===== src/rtl/psc_pkg.sv =====
package psc_pkg;
   typedef enum logic [2:0] {
      ST_IDLE,
      ST_ADDR,
      ST_RX,
      ST_ACK,
      ST_TX,
      ST_MACK,
      ST_SKIP
   } bus_st_t;

   localparam int unsigned BYTE_W = 8;

   function automatic logic [BYTE_W-1:0] flag_byte(input logic ovl,
                                                   input logic otp,
                                                   input logic vlow);
      flag_byte = {vlow, otp, 5'b0, ovl};
   endfunction
endpackage


===== src/rtl/psc_line_sync.sv =====
module psc_line_sync #(
   parameter int unsigned STAGES  = 2,
   parameter bit          IDLE_HI = 1'b1
) (
   input  logic clk,
   input  logic rst_n,
   input  logic line_i,
   output logic level_o,
   output logic rise_o,
   output logic fall_o
);
   logic [STAGES-1:0] chain_q;
   logic              prev_q;

   always_ff @(posedge clk or negedge rst_n) begin
      if (!rst_n) begin
         chain_q <= {STAGES{IDLE_HI}};
         prev_q  <= IDLE_HI;
      end else begin
         chain_q <= {chain_q[STAGES-2:0], line_i};
         prev_q  <= chain_q[STAGES-1];
      end
   end

   assign level_o = chain_q[STAGES-1];
   assign rise_o  = chain_q[STAGES-1] & ~prev_q;
   assign fall_o  = ~chain_q[STAGES-1] & prev_q;
endmodule


===== src/rtl/psc_bus_engine.sv =====
module psc_bus_engine
   import psc_pkg::*;
#(
   parameter logic [6:0]  DEV_BASE = 7'b0001000,
   parameter int unsigned PTR_W    = 8,
   parameter int unsigned FLAG_REG = 0
) (
   input  logic             clk,
   input  logic             rst_n,
   input  logic             uv,
   input  logic             strap,
   input  logic             scl_s,
   input  logic             scl_rise,
   input  logic             scl_fall,
   input  logic             sda_s,
   input  logic             sda_rise,
   input  logic             sda_fall,
   input  logic [7:0]       rd_data,
   output logic [PTR_W-1:0] ptr,
   output logic             wr_en,
   output logic [PTR_W-1:0] wr_addr,
   output logic [7:0]       wr_data,
   output logic             sda_oe,
   output logic             stat_pulse
);
   localparam logic [PTR_W-1:0] FLAG_PTR = PTR_W'(FLAG_REG);
   localparam logic [3:0]       BITS     = 4'd8;

   bus_st_t    st;
   logic [3:0] cnt;
   logic [7:0] shreg;
   logic       rw;
   logic       have_ptr;
   logic       mack;
   logic [6:0] dev_addr;
   logic       start_det;
   logic       stop_det;

   assign dev_addr  = {DEV_BASE[6:1], DEV_BASE[0] | strap};
   assign start_det = scl_s & sda_fall;
   assign stop_det  = scl_s & sda_rise;

   always_ff @(posedge clk or negedge rst_n) begin
      if (!rst_n) begin
         st         <= ST_IDLE;
         cnt        <= '0;
         shreg      <= '0;
         rw         <= 1'b0;
         have_ptr   <= 1'b0;
         mack       <= 1'b0;
         ptr        <= '0;
         wr_en      <= 1'b0;
         wr_addr    <= '0;
         wr_data    <= '0;
         sda_oe     <= 1'b0;
         stat_pulse <= 1'b0;
      end else if (uv) begin
         st         <= ST_IDLE;
         cnt        <= '0;
         shreg      <= '0;
         rw         <= 1'b0;
         have_ptr   <= 1'b0;
         mack       <= 1'b0;
         ptr        <= '0;
         wr_en      <= 1'b0;
         sda_oe     <= 1'b0;
         stat_pulse <= 1'b0;
      end else begin
         wr_en      <= 1'b0;
         stat_pulse <= 1'b0;
         if (start_det) begin
            st       <= ST_ADDR;
            cnt      <= '0;
            have_ptr <= 1'b0;
            sda_oe   <= 1'b0;
         end else if (stop_det) begin
            st     <= ST_IDLE;
            sda_oe <= 1'b0;
         end else begin
            case (st)
               ST_ADDR, ST_RX: begin
                  if (scl_rise && cnt < BITS) begin
                     shreg <= {shreg[6:0], sda_s};
                     cnt   <= cnt + 4'd1;
                  end
                  if (scl_fall && cnt == BITS) begin
                     if (st == ST_ADDR) begin
                        if (shreg[7:1] == dev_addr) begin
                           rw     <= shreg[0];
                           sda_oe <= 1'b1;
                           st     <= ST_ACK;
                        end else begin
                           st <= ST_SKIP;
                        end
                     end else begin
                        sda_oe <= 1'b1;
                        st     <= ST_ACK;
                        if (!have_ptr) begin
                           ptr      <= shreg[PTR_W-1:0];
                           have_ptr <= 1'b1;
                        end else begin
                           wr_en   <= 1'b1;
                           wr_addr <= ptr;
                           wr_data <= shreg;
                           ptr     <= ptr + 1'b1;
                        end
                     end
                  end
               end
               ST_ACK: begin
                  if (scl_fall) begin
                     cnt <= '0;
                     if (rw) begin
                        shreg  <= rd_data;
                        sda_oe <= ~rd_data[7];
                        st     <= ST_TX;
                     end else begin
                        sda_oe <= 1'b0;
                        st     <= ST_RX;
                     end
                  end
               end
               ST_TX: begin
                  if (scl_rise && cnt < BITS)
                     cnt <= cnt + 4'd1;
                  if (scl_fall) begin
                     if (cnt == BITS) begin
                        sda_oe     <= 1'b0;
                        stat_pulse <= (ptr == FLAG_PTR);
                        ptr        <= ptr + 1'b1;
                        st         <= ST_MACK;
                     end else begin
                        shreg  <= {shreg[6:0], 1'b0};
                        sda_oe <= ~shreg[6];
                     end
                  end
               end
               ST_MACK: begin
                  if (scl_rise)
                     mack <= ~sda_s;
                  if (scl_fall) begin
                     if (mack) begin
                        cnt    <= '0;
                        shreg  <= rd_data;
                        sda_oe <= ~rd_data[7];
                        st     <= ST_TX;
                     end else begin
                        st <= ST_SKIP;
                     end
                  end
               end
               default: ;
            endcase
         end
      end
   end

   AST_UV_QUIET: assert property (@(posedge clk) disable iff (!rst_n)
      uv |=> !sda_oe);
   AST_STROBE_SINGLE: assert property (@(posedge clk) disable iff (!rst_n)
      stat_pulse |=> !stat_pulse);
   AST_SDA_SCL_LOW: assert property (@(posedge clk) disable iff (!rst_n || uv)
      (!$stable(sda_oe) && !$past(uv)) |-> !scl_s);
endmodule


===== src/rtl/psc_regbank.sv =====
module psc_regbank
   import psc_pkg::*;
#(
   parameter int unsigned PTR_W     = 8,
   parameter int unsigned CTRL_BASE = 2,
   parameter int unsigned NUM_CTRL  = 4,
   parameter int unsigned FLAG_REG  = 0
) (
   input  logic             clk,
   input  logic             rst_n,
   input  logic             uv,
   input  logic             vsel_clr,
   input  logic             wr_en,
   input  logic [PTR_W-1:0] wr_addr,
   input  logic [7:0]       wr_data,
   input  logic [PTR_W-1:0] rd_addr,
   output logic [7:0]       rd_data,
   input  logic             ovl,
   input  logic             otp,
   input  logic             vlow,
   output logic [3:0]       vsel,
   output logic             tone_en,
   output logic             tone_ext,
   output logic             plim_off,
   output logic             ovl_hold,
   output logic             thm_hold
);
   localparam logic [PTR_W-1:0] FLAG_PTR = PTR_W'(FLAG_REG);
   localparam int unsigned      CTRL_END = CTRL_BASE + NUM_CTRL;

   logic [NUM_CTRL-1:0][7:0] ctrl;
   logic                     wr_ctrl;

   assign wr_ctrl = wr_en && (int'(wr_addr) >= CTRL_BASE) && (int'(wr_addr) < CTRL_END);

   for (genvar i = 0; i < NUM_CTRL; i++) begin : g_ctrl
      localparam logic [PTR_W-1:0] MY_ADDR = PTR_W'(CTRL_BASE + i);
      if (i == 0) begin : g_vsel
         always_ff @(posedge clk or negedge rst_n) begin
            if (!rst_n)
               ctrl[i] <= '0;
            else if (uv)
               ctrl[i] <= '0;
            else begin
               if (wr_en && wr_addr == MY_ADDR)
                  ctrl[i] <= vsel_clr ? {wr_data[7:4], 4'h0} : wr_data;
               else if (vsel_clr)
                  ctrl[i][3:0] <= 4'h0;
            end
         end
      end else begin : g_plain
         always_ff @(posedge clk or negedge rst_n) begin
            if (!rst_n)
               ctrl[i] <= '0;
            else if (uv)
               ctrl[i] <= '0;
            else if (wr_en && wr_addr == MY_ADDR)
               ctrl[i] <= wr_data;
         end
      end
   end

   always_comb begin
      rd_data = 8'h00;
      if (rd_addr == FLAG_PTR)
         rd_data = flag_byte(ovl, otp, vlow);
      for (int k = 0; k < NUM_CTRL; k++)
         if (int'(rd_addr) == CTRL_BASE + k)
            rd_data = ctrl[k];
   end

   assign vsel     = ctrl[0][3:0];
   assign tone_en  = ctrl[1][0];
   assign tone_ext = ctrl[1][2];
   assign plim_off = ctrl[2][2];
   assign ovl_hold = ctrl[3][3];
   assign thm_hold = ctrl[3][6];

   AST_UV_CLEARS: assert property (@(posedge clk) disable iff (!rst_n)
      uv |=> (ctrl == '0));
   AST_VSEL_CLEARED: assert property (@(posedge clk) disable iff (!rst_n)
      (vsel_clr && !uv) |=> (ctrl[0][3:0] == 4'h0));
   AST_RO_DISCARD: assert property (@(posedge clk) disable iff (!rst_n)
      (wr_en && !wr_ctrl && !vsel_clr && !uv) |=> $stable(ctrl));
endmodule


===== src/rtl/psc_i2c_regs.sv =====
module psc_i2c_regs #(
   parameter logic [6:0]  DEV_BASE    = 7'b0001000,
   parameter int unsigned SYNC_STAGES = 2,
   parameter int unsigned PTR_W       = 8,
   parameter int unsigned CTRL_BASE   = 2,
   parameter int unsigned NUM_CTRL    = 4
) (
   input  logic       clk,
   input  logic       rst_n,
   input  logic       uv_i,
   input  logic       addr_sel_i,
   input  logic       scl_i,
   input  logic       sda_i,
   output logic       sda_pull_o,
   input  logic       ovl_flag_i,
   input  logic       otp_flag_i,
   input  logic       vlow_flag_i,
   input  logic       vsel_clr_i,
   output logic [3:0] vsel_o,
   output logic       tone_en_o,
   output logic       tone_ext_o,
   output logic       plim_off_o,
   output logic       ovl_hold_o,
   output logic       thm_hold_o,
   output logic       stat_rd_o
);
   localparam int unsigned FLAG_REG = 0;

   initial begin
      AST_SYNC_DEPTH: assert (SYNC_STAGES >= 2)
         else $error("SYNC_STAGES must be at least 2");
      AST_MAP_FITS: assert (CTRL_BASE + NUM_CTRL <= (1 << PTR_W) && NUM_CTRL >= 4)
         else $error("control map does not fit pointer or lacks field bytes");
      AST_DEV_EVEN: assert (DEV_BASE[0] == 1'b0)
         else $error("DEV_BASE LSB is taken by the strap");
   end

   logic             scl_s, scl_rise, scl_fall;
   logic             sda_s, sda_rise, sda_fall;
   logic [7:0]       rd_data;
   logic [PTR_W-1:0] ptr;
   logic             wr_en;
   logic [PTR_W-1:0] wr_addr;
   logic [7:0]       wr_data;

   psc_line_sync #(.STAGES(SYNC_STAGES), .IDLE_HI(1'b1)) u_scl_sync (
      .clk(clk), .rst_n(rst_n), .line_i(scl_i),
      .level_o(scl_s), .rise_o(scl_rise), .fall_o(scl_fall)
   );

   psc_line_sync #(.STAGES(SYNC_STAGES), .IDLE_HI(1'b1)) u_sda_sync (
      .clk(clk), .rst_n(rst_n), .line_i(sda_i),
      .level_o(sda_s), .rise_o(sda_rise), .fall_o(sda_fall)
   );

   psc_bus_engine #(.DEV_BASE(DEV_BASE), .PTR_W(PTR_W), .FLAG_REG(FLAG_REG)) u_engine (
      .clk(clk), .rst_n(rst_n), .uv(uv_i), .strap(addr_sel_i),
      .scl_s(scl_s), .scl_rise(scl_rise), .scl_fall(scl_fall),
      .sda_s(sda_s), .sda_rise(sda_rise), .sda_fall(sda_fall),
      .rd_data(rd_data), .ptr(ptr), .wr_en(wr_en), .wr_addr(wr_addr),
      .wr_data(wr_data), .sda_oe(sda_pull_o), .stat_pulse(stat_rd_o)
   );

   psc_regbank #(.PTR_W(PTR_W), .CTRL_BASE(CTRL_BASE), .NUM_CTRL(NUM_CTRL),
                 .FLAG_REG(FLAG_REG)) u_regs (
      .clk(clk), .rst_n(rst_n), .uv(uv_i), .vsel_clr(vsel_clr_i),
      .wr_en(wr_en), .wr_addr(wr_addr), .wr_data(wr_data),
      .rd_addr(ptr), .rd_data(rd_data),
      .ovl(ovl_flag_i), .otp(otp_flag_i), .vlow(vlow_flag_i),
      .vsel(vsel_o), .tone_en(tone_en_o), .tone_ext(tone_ext_o),
      .plim_off(plim_off_o), .ovl_hold(ovl_hold_o), .thm_hold(thm_hold_o)
   );
endmodule


===== config.mk =====
export PLATFORM = sky130hd
export DESIGN_NAME = psc_i2c_regs
export DESIGN_NICKNAME = d
export VERILOG_FILES = /design/src/rtl/psc_pkg.sv /design/src/rtl/psc_line_sync.sv /design/src/rtl/psc_bus_engine.sv /design/src/rtl/psc_regbank.sv /design/src/rtl/psc_i2c_regs.sv
export SDC_FILE = /design/constraint.sdc
export NUM_CORES = 1
export LEC_CHECK = 0
export CORE_MARGIN = 5
export CORE_UTILIZATION = 30
export CTS_CLUSTER_SIZE = 12
export DETAILED_ROUTE_END_ITERATION = 10
export REMOVE_ABC_BUFFERS = 1
export SETUP_SLACK_MARGIN = 0.4
export SYNTH_ARGS = -nofsm -noshare
export SYNTH_HDL_FRONTEND = slang
export SYNTH_SLANG_ARGS = --single-unit

===== constraint.sdc =====
create_clock -name clk -period 1.9 [get_ports clk]
set_clock_uncertainty 0.05 [all_clocks]
set_input_delay 0.285 -clock clk [delete_from_list [all_inputs] [get_ports clk]]
set_output_delay 0.285 -clock clk [all_outputs]
set_load 0.005 [all_outputs]

Word level (Yosys, flattened, before mapping)
Index checks and enable logic that the tools add are counted.
Operators by class
  add/sub/neg operators: 2
  order comparisons: 1
  equality and inequality tests: 40
  multiplexer cells: 101
  bitwise gates (word level): 16
  reductions and logical operators: 35
Operators with widths (number)
  8-bit 2-to-1 mux: 30
  4-bit 2-to-1 mux: 11
  1-bit 2-to-1 mux: 43
  3-bit 2-to-1 mux: 11
  8-bit by 2-bit equality test with 1-bit output, second input constant: 4
  8-bit by 3-bit equality test with 1-bit output, second input constant: 4
  8-bit case mux with 4 select lines: 1
  3-bit by 2-bit inequality test with 1-bit output, second input constant: 10
  5-bit by 2-bit inequality test with 1-bit output, second input constant: 6
  7-bit AND reduction: 3
  2-bit nonzero test: 10
  6-bit AND reduction: 3
  8-bit case mux with 2 select lines: 1
  4-bit by 2-bit inequality test with 1-bit output, second input constant: 3
  3-bit case mux with 4 select lines: 1
  4-bit case mux with 3 select lines: 1
  3-bit nonzero test: 4
  1-bit NOT: 10
  10-bit AND reduction: 1
  5-bit nonzero test: 2
  8-bit by 1-bit adder with 8-bit output, second input constant: 1
  8-bit logical NOT: 1
  4-bit AND reduction: 2
  7-bit by 4-bit equality test with 1-bit output: 1
  other kinds (17): 31
Word-level totals
  register bits after elaboration: 83
  word-level logic and storage cells: 216

Longest topological paths before layout
Gate-level depths: netlist (run 1).
  depth after elaboration: 13
  gate-level depth with buffers: 9
  depth with buffers taken out: 8

Cells and area by module
From an unflattened synthesis (run 1), not the netlist that was laid out.
Unflattened totals
  cells, all modules: 425
  area, all modules: 4563.1 um^2
Modules (own cells, without submodules)
  psc_bus_engine: times used 1, cells each 241, area each 2524.9 um^2, seq. area each 1126.1 um^2
  psc_regbank: times used 1, cells each 174, area each 1850.5 um^2, seq. area each 800.8 um^2
  psc_line_sync: times used 2, cells each 5, area each 93.8 um^2, seq. area each 78.8 um^2

Worst setup path after synthesis (run 1)
Ideal clock, no wire load.
  path kind: flip-flop to flip-flop
  start: register u_engine.ptr[0]
  end: register u_engine.shreg[7]
  setup time: 0.125 ns
  data arrival time: 1.764 ns
  setup slack: -0.039 ns
  stages on the path, launching flop included: 10
  path buffers: 1
  cells stage by stage: dfrtp_1 inv_1 ha_1 clkbuf_1 a21o_1 o2111ai_1 a21oi_1 a21oi_1 nor2_1 mux2_2
On the way
  cells in the longest elaborated chain, start to end: 12
RTL lines
  start: declaration: RTL line psc_bus_engine.sv:19  | output logic [PTR_W-1:0] ptr,
  start signal: assignment: RTL line psc_bus_engine.sv:99  | ptr <= shreg[PTR_W-1:0];
  start signal: assignment: RTL line psc_bus_engine.sv:105  | ptr <= ptr + 1'b1;
  start signal: assignment: RTL line psc_bus_engine.sv:130  | ptr <= ptr + 1'b1;
  8-bit logical NOT: RTL line psc_regbank.sv:65  | if (rd_addr == FLAG_PTR)
  8-bit 2-to-1 mux: RTL line psc_regbank.sv:65
  8-bit 2-to-1 mux (3 in series): RTL line psc_regbank.sv:68  | if (int'(rd_addr) == CTRL_BASE + k)
  8-bit 2-to-1 mux *: RTL line psc_regbank.sv:68
  8-bit 2-to-1 mux (on tied branches): RTL line psc_bus_engine.sv:142, psc_bus_engine.sv:113
  8-bit 2-to-1 mux (on tied branches): RTL line psc_bus_engine.sv:141, psc_bus_engine.sv:111
  8-bit case mux with 4 select lines *: RTL line psc_bus_engine.sv:80  | case (st)
  8-bit 2-to-1 mux *: RTL line psc_bus_engine.sv:76  | end else if (stop_det) begin
  8-bit 2-to-1 mux *: RTL line psc_bus_engine.sv:71  | if (start_det) begin
  8-bit 2-to-1 mux *: RTL line psc_bus_engine.sv:57  | end else if (uv) begin
  end signal: assignment: RTL line psc_bus_engine.sv:83  | shreg <= {shreg[6:0], sda_s};
  end signal: assignment: RTL line psc_bus_engine.sv:114  | shreg <= rd_data;
  end signal: assignment: RTL line psc_bus_engine.sv:133  | shreg <= {shreg[6:0], 1'b0};
  end: declaration: RTL line psc_bus_engine.sv:31  | logic [7:0] shreg;
Every way passes the cells marked *; elsewhere a longest branch is shown, timed or not. The select of a mux whose other input is x is not followed.
A chain may end at the register's enable or synchronous reset.

Final worst setup path (run 1)
  start: register u_engine.cnt[0]
  end: register u_engine.st[2]
On the way
  cells in the longest elaborated chain, start to end: 4
RTL lines
  start: declaration: RTL line psc_bus_engine.sv:30  | logic [3:0] cnt;
  start signal: assignment: RTL line psc_bus_engine.sv:84  | cnt <= cnt + 4'd1;
  start signal: assignment: RTL line psc_bus_engine.sv:125  | cnt <= cnt + 4'd1;
  4-bit equality test *: RTL line psc_bus_engine.sv:86, psc_bus_engine.sv:127
  1-bit logical AND: RTL line psc_bus_engine.sv:86  | if (scl_fall && cnt == BITS) begin
  5-bit by 2-bit inequality test with 1-bit output (no source line)
  6-bit AND reduction (no source line) *
  end signal: assignment: RTL line psc_bus_engine.sv:91  | st <= ST_ACK;
  end signal: assignment: RTL line psc_bus_engine.sv:93  | st <= ST_SKIP;
  end signal: assignment: RTL line psc_bus_engine.sv:131  | st <= ST_MACK;
  end: declaration: RTL line psc_bus_engine.sv:29  | bus_st_t st;
Every way passes the cells marked *; elsewhere a longest branch is shown, timed or not.

==> reports/metrics.yaml, run 1 <==
synthesis:
  synth_top_family_by_area: "simple AND/OR/NAND/NOR gates"
  synth_compound_area_frac: 0.1571
  synth-xor-area-share: 0.005686
  synth-edff-count: 0
  synthCells: 471
  yosys-top-cells-area: "dfrtp_1, mux2i_1, mux2_2"
  synth-simple-area-share: 0.1879
  async_flop_share: 1.000
  synth_warnings: 0
  avgSynthCellArea_um2: 9.810
  synth_fa_ha_area_frac: 0.01841
  yosysSeqAreaShare: 0.4511
  synthMuxAreaShare: 0.1319
  synth_top_cell_area_share: 0.4170
  synth_flop_cell: "dfrtp_1"
  synth.cell_area_um2: 4621
  synth_cell_type_count: 71
  synth_area_leader_cell: "dfrtp_1"
  ys_seq_elements: 83
finish:
  final_util: 0.4385
  fin_nets: 603
  diodes: 0
  drive_gt1_frac: 0.4291
  area_growth_pct: 43.73
die:
  placeableCoreArea_um2: 15150
  die_h_um: 134.1
  chipWidth_um: 134.1
  io_pins: 21
  die_area_um2: 17980
  placementRows: 45
  initial_core_util: 0.3051
worst_setup_path:
  crit_path_max_fanout: 2
  cp_slowest_cell: "dfrtp_1"
  path_cells: "inv_2, ha_4, nand3b_1, buf_4, buf_6, buf_6, a221oi_2, a21oi_2, a2111oi_4, o21a_1"
  crit_type: "register to register"
  crit_arrival_ps: 2210
  cp-end-kind: "register"
  cp_top_family: "compound AO/OA/AOI/OAI gates"
  crit_path_frequent_cell: "buf_6"
  worst-path-buf-inv: 4
  cp-start-kind: "register"
  max_stage_delay_ps: 390
  critPathRequiredTime_ps: 2140
sta:
  tightest_slew_ps: 497.7
  layout_min_cycle_time_ps: 1965
  slew_viol_final: 0
  fin_setup_tns_ps: -1036
  hold_viol_final: 0
  fmax_mhz: 509.0
  max-slew-margin-rel: 0.6682
  period_share: 1.034
  rsz0062_at_grt: "true"
  finalSetupViolCount: 29
  setup_slack_ps: -64.76
placed_design:
  portBuffers: 20
  place_congestion: 0.8684
  dp_hpwl_um: 8734
clock_tree:
  path_clk_slew_ps: 70
  cts-root-buf: "clkbuf_16"
  cts_made_buffers: 9
  htree_levels: 3
  cts_sinks: 83
  cts_tree: "yes"
  insertion_delay_ps: 360
  cts.path.max_buffers: 2
run_status:
  status: "complete, but fails checks"
  violations: "negative setup slack"
global_route:
  first_global_vias: 4142
  gr-usage-all-layers: 0.1571
  grt_antenna_before_repair: 0
  grt_remaining_overflow: 0
  grt_pass1_wl_um: 22400
  grt_max_degree: 84
power:
  p_per_area_nw_per_um2: 671.8
  leakagePower_nw: 2.980
  ir_worst_vdd_mv: 0.4899
detailed_routing:
  drc_errors: 0
  avgViaCountPerCell: 5.256
  final_antenna_net_count: 0
  drt-wirelength-per-cell_um: 17.88
  drtPass1Iterations: 8
  wirelength_um: 13950
  vias: 4100
  drt_iter0_drc: 219
min_path:
  hold_path_class: "input port to register"
run:
  cap_violations: 0
metrics by stage:
step / power [mW] / hold WS, ps / setup slack, ps / cell area, um^2 / instances
5_1_grt: 4.631 / 286.7 / -139.1 / 6641 / 780
3_3_place_gp: 2.441 / 301.8 / -129.1 / 5482 / 721
6_report: 4.462 / 290.8 / -64.76 / 6641 / 780
4_1_cts: 4.417 / 286.1 / -30.02 / 6289 / 762
3_5_place_dp: 2.446 / 300.3 / -178.8 / 5482 / 721
2_1_floorplan: 2.136 / -60.59 / -698.9 / 4441 / 438
report_power, final:
group	switching [mW]	internal, mW	total, mW
combinational	0.386	0.330	0.716
clock	0.812	1.08	1.89
sequential	0.0502	1.80	1.85
total	1.25	3.21	4.46
logic make-up after synthesis:
| logic type | Yosys count |
|---|---|
| compound gates | 108 |
| fa+ha+maj | 7 |
| flops | 83 |
| mux | 57 |
| simple gates | 169 |
| xor+xnor | 3 |
| buf+inv | 44 |
final cells by class:
cell class                      instances  area [um^2]
Fill cell                            1405         8504
Sequential cell                        83         2091
Multi-Input combinational cell        344         2724
Clock inverter                          6        77.57
Inverter                               11        48.80
Tap cell                              188        235.2
Clock buffer                           10        239.0
Timing Repair Buffer                  138         1226
synth_stat cells (2+ instances only):
| cell type | instances |
|---|---|
| mux2i_1 | 35 |
| nand3_1 | 6 |
| mux2_4 | 3 |
| nor2b_1 | 3 |
| xnor2_1 | 2 |
| o21ai_2 | 3 |
| nand4b_1 | 3 |
| a2bb2oi_1 | 2 |
| a21oi_1 | 27 |
| a22o_1 | 3 |
| and3b_1 | 3 |
| nand2_1 | 55 |
| nand2b_1 | 6 |
| buf_6 | 3 |
| dfstp_2 | 6 |
| a22oi_1 | 5 |
| dfrtp_1 | 77 |
| a211oi_1 | 2 |
| nor2_1 | 53 |
| a31o_2 | 2 |
| buf_4 | 5 |
| buf_2 | 12 |
| o21a_1 | 2 |
| nor3_1 | 8 |
| nand3b_1 | 3 |
| a221oi_1 | 2 |
| a31oi_1 | 4 |
| and3_1 | 6 |
| ha_1 | 6 |
| inv_1 | 11 |
| nor4b_1 | 2 |
| o22ai_1 | 2 |
| mux2_2 | 19 |
| o31ai_1 | 4 |
| or3b_1 | 4 |
| clkbuf_1 | 12 |
| o21ai_0 | 26 |
| o211ai_1 | 11 |
routing by layer:
metal	vias up	track usage	share of wire	wire [um]
met5	-	0	0	0
met4	0	0.06900	0.034	469
met3	32	0.02926	0.041	567
met2	96	0.2572	0.48	6709
met1	2051	0.2036	0.44	6198
li1	1921	-	-	-
what timing repair did:
| item | in CTS | in global routing |
|---|---|---|
| buffers inserted | 22 | 17 |
| pin swaps | 39 | 30 |
| gates cloned | 2 | 1 |
| endpoints found under the hold margin | 77 | 0 |
| setup endpoints to repair | 87 | 77 |
| hold buffers | 1 | 0 |
| gates resized for setup | 100 | 45 |
path summary, 6_finish.rpt:
check / startpoint / slack, ps / end / depth (start not counted)
max reg2reg: u_engine.cnt[0] / -60 / u_engine.st[2] / 10
min: scl_i / 290 / u_scl_sync.chain_q[0] / 1
min reg2reg: u_scl_sync.chain_q[0] / 310 / u_scl_sync.chain_q[1] / 0
max: u_engine.cnt[0] / -60 / u_engine.st[2] / 10
min in group asynchronous: rst_n / 410 / u_engine.st[2] / 3
max in group asynchronous: rst_n / 950 / u_engine.st[1] / 3
sequential cells by signal, indices dropped and copies added, names as in the netlist, 2 cells and up:
signal and count:
u_regs.ctrl 23, u_scl_sync.chain_q 2, u_regs.vsel 4, u_engine.shreg 8, u_engine.cnt 4, u_engine.st 3, u_engine.ptr 8, u_engine.wr_addr 8
u_sda_sync.chain_q 2, u_engine.wr_data 8
cell usage in the layout, fill, tap and decap left out, types with 4 or more instances in the layout:
master	netlist	routed
o21ai_1	1	7
a21oi_1	27	18
dfrtp_2	0	5
buf_4	5	94
dlygate4sd2_1	0	11
mux2_2	19	14
nand2_1	55	51
nand2b_1	6	6
dfstp_2	6	6
buf_12	0	4
nor2_2	1	4
buf_6	3	17
mux2_4	3	8
o21ai_2	3	10
nor2_1	53	48
and3_4	0	5
dfrtp_1	77	72
nor3_1	8	6
o211ai_1	11	11
inv_1	11	5
nand2_2	0	4
a21oi_2	0	7
ha_4	0	5
clkbuf_16	0	10
mux2i_1	35	35
nand3_1	6	5
o21ai_0	26	12
clkdlybuf4s50_1	0	7
Note: power is estimated with default switching activity, not from simulation.
==> run 2, diff against run 1 <==
- SLEW_MARGIN: not set -> 20
==> results of run 2 <==
No change in the layout: final DEF, timing and power equal those of run 1.
==> run 3, diff against run 2 <==
- SYNTH_HIERARCHICAL: not set -> 1
==> run 3 against run 2 <==
Against the previous run:
- the run still ends with negative setup slack left
- register-to-register slack about the same
- power decreased by 12%
- final cell count decreased by 6.9%
- sequential cell count unchanged
- setup slack got worse by 3.9 ps
- sequential power decreased by 3%
- critical path depth decreased by 4
- sequential share of layout area increased by 0.73 points
- die area decreased by 1.2%
- critical endpoint is now u_engine/ptr[0]
- largest cell class unchanged
==> reports/metrics.yaml, run 3 <==
run_status:
  status: "complete, but fails checks"
  violations: "negative setup slack"
synthesis:
  synth_warnings: 6  # +6
  synth_top_family_by_area: "simple AND/OR/NAND/NOR gates"
  synthMuxAreaShare: 0.1409  # +0.009067
  synth_area_leader_cell: "dfrtp_1"
  synth_fa_ha_area_frac: 0.01097  # -0.007445
  synth_flop_cell: "dfrtp_1"
  synth_compound_area_frac: 0.1472  # -0.009810
  netlist_top_cells_count: "dfrtp_1, mux2i_1, nand2b_1, nand2_1, o21ai_0"
  synth_cell_type_count: 65  # -8.5%
  synth.cell_area_um2: 4563  # -1.2%
  ys_seq_elements: 83  # unchanged
  synth.most_common_cell: "dfrtp_1"
  yosys-top-cells-area: "dfrtp_1, mux2i_1, nand2b_1"
  avgSynthCellArea_um2: 10.74  # +9.4%
  synthCells: 425  # -9.8%
  synth-edff-count: 0  # unchanged
  synth_top_cell_area_share: 0.4223  # +0.005260
  synth-xor-area-share: 0.005758  # +0.00007172
  synth-simple-area-share: 0.2035  # +0.01553
  yosysSeqAreaShare: 0.4568  # +0.005690
  async_flop_share: 1.000  # unchanged
finish:
  final_area_um2: 6491  # -2.3%
  final_util: 0.4318  # -0.006702
  final_cells: 726  # -6.9%
  drive_gt1_frac: 0.4108  # -0.01827
  final_cell_mix: "dfrtp_1, buf_4, mux2i_1, nand2b_1, buf_6"
  diodes: 0  # unchanged
  largest_register: "u_regs/ctrl"
  fillers: 1337  # -4.8%
  fin_nets: 547  # -9.3%
  final_common_cell: "dfrtp_1"
  area_growth_pct: 42.25
  largest_reg_flops: 23  # unchanged
power:
  power_mw: 3.912  # -12%
  p_per_area_nw_per_um2: 602.6  # -10%
  leakagePower_nw: 2.944  # -1.2%
  ir_worst_vdd_mv: 0.3471  # -29%
clock_tree:
  path_clk_slew_ps: 60  # about the same
  cts_tree: "yes"
  htree_levels: 3  # unchanged
  cts-root-buf: "clkbuf_16"
  cts.path.max_buffers: 2  # unchanged
  cts_sinks: 83  # unchanged
  insertion_delay_ps: 340  # -20 ps
  cts_made_buffers: 9  # unchanged
worst_setup_path:
  cp-end-kind: "register"
  worst-path-buf-inv: 0  # -4
  cp_top_family: "simple AND/OR/NAND/NOR gates"
  crit_type: "register to register"
  critPathRequiredTime_ps: 2110  # -30 ps
  cp_slowest_cell: "dfstp_2"
  cp-start-kind: "register"
  crit_path_max_fanout: 3  # +1
  path_cells: "and2b_2, o21a_1, a22oi_2, nand4_1, or3_1, o21ai_1"
  crit_arrival_ps: 2180  # -30 ps
  max_stage_delay_ps: 520  # +130 ps
detailed_routing:
  drt_iter0_drc: 258  # +18%
  vias: 3790  # -7.6%
  wirelength_um: 13010  # -6.7%
  dr_wl_met2_um: 6592  # -1.7%
  drt-wirelength-per-cell_um: 17.92  # +0.21%
  top_layer_used: "met4"
  avgViaCountPerCell: 5.220  # -0.69%
  drtPass1Iterations: 4  # -4
  wl_met1_um: 5703  # -8.0%
  route.met3.wl_um: 536  # -5.5%
  drc_errors: 0  # unchanged
  final_antenna_net_count: 0  # unchanged
global_route:
  gr-usage-all-layers: 0.1414  # -0.01568
  first_global_vias: 3801  # -8.2%
  grt_pass1_wl_um: 20240  # -9.7%
  grt_antenna_before_repair: 0  # unchanged
  grt_remaining_overflow: 0  # unchanged
  grt_max_degree: 45  # -46%
placed_design:
  pre_cts_slack_ps: -177.7  # +1.100 ps
  dp_hpwl_um: 8180  # -6.3%
  place_inst: 677  # -6.1%
  place_congestion: 0.8314  # -4.3%
  portBuffers: 20  # unchanged
  place_area_um2: 5395  # -1.6%
sta:
  layout_min_cycle_time_ps: 1969  # +3.884 ps
  fin_setup_tns_ps: -851.1  # +184.9 ps
  rsz0062_at_grt: "true"
  setup_slack_ps: -68.64  # -3.884 ps
  fmax_mhz: 508.0  # -0.20%
  tightest_slew_ps: 397.0  # -100.7 ps
  max-slew-margin-rel: 0.7353  # +0.06715
  finalSetupViolCount: 23  # -21%
  hold_viol_final: 0  # unchanged
  period_share: 1.036  # +0.002044
  fin_hold_ws_ps: 299.1  # +8.335 ps
  slew_viol_final: 0  # unchanged
die:
  placementRows: 45  # unchanged
  placeableCoreArea_um2: 15030  # -0.74%
  io_pins: 21  # unchanged
  die_area_um2: 17780  # -1.2%
  chipWidth_um: 133.3  # -0.58%
  initial_core_util: 0.3035  # -0.001543
  die_h_um: 133.3  # -0.58%
min_path:
  hold_path_class: "input port to register"
run:
  cap_violations: 0  # unchanged
## run 3: cell count changes in the layout (fill, tap and decap cells not counted), sizes merged, moves of 8 or more
| cell | change |
|---|---|
| buf | -20 |
| mux2i | +9 |
| nand2 | -30 |
| nand2b | +35 |
| nand4 | +8 |
| nor2 | -43 |
| nor3b | +9 |
| o2bb2ai | +9 |
## run 3: routing by layer
metal	track usage	up-vias
li1	-	1787
met1	0.1846	1904
met2	0.2365	81
met3	0.02039	18
met4	0.05714	0
met5	0	-
## run 3: kinds of logic (layout without fill, tap and decap cells)
logic type | after synthesis | in the layout
xor+xnor | 3 | 3
simple gates | 146 | 146
mux | 60 | 60
compound gates | 97 | 97
flops | 83 | 83
buf+inv | 32 | 145
fa+ha+maj | 4 | 4
## run 3: power breakdown
group          switching [mW]  internal [mW]
Sequential             0.0111           1.78
Combinational           0.167          0.140
Clock                   0.744           1.07
Total                   0.922           2.99
## run 3: cell type report
cell class,instances,area (um^2),share of cell area
well taps,188,235.2,0.03624
multi-input cells,310,2748,0.4233
clock inverters,6,71.32,0.01099
inverters,10,37.54,0.005783
clock buffers,10,239.0,0.03682
flip-flops and latches,83,2091,0.3221
repair buffers,119,1070,0.1648
## run 3: worst reg2reg max path: stages (launching register included)
cell     delay, ps
dfstp_2        520
and2b_2        220
o21a_1         210
a22oi_2        260
nand4_1        170
or3_1          370
o21ai_1         70
## run 3: final timing paths
check	startpoint	to	slack, ps	cells past startpoint
max in group asynchronous	rst_n	u_scl_sync/prev_q	830	3
worst max register to register	u_sda_sync/chain_q[1]	u_engine/ptr[0]	-70	6
worst min-delay path	scl_i	u_scl_sync/chain_q[0]	300	1
min in group asynchronous	rst_n	u_regs/plim_off	330	2
worst min register to register	u_sda_sync/chain_q[0]	u_sda_sync/chain_q[1]	310	0
worst max-delay path	u_sda_sync/chain_q[1]	u_engine/ptr[0]	-70	6
## run 3: timing repair
action,in CTS,in global routing
cloned,1,1
hold endpoints to repair,22,0
setup endpoints to repair,80,77
hold buffers,1,0
pin swaps,37,22
setup buffers,20,10
gates resized for setup,110,38
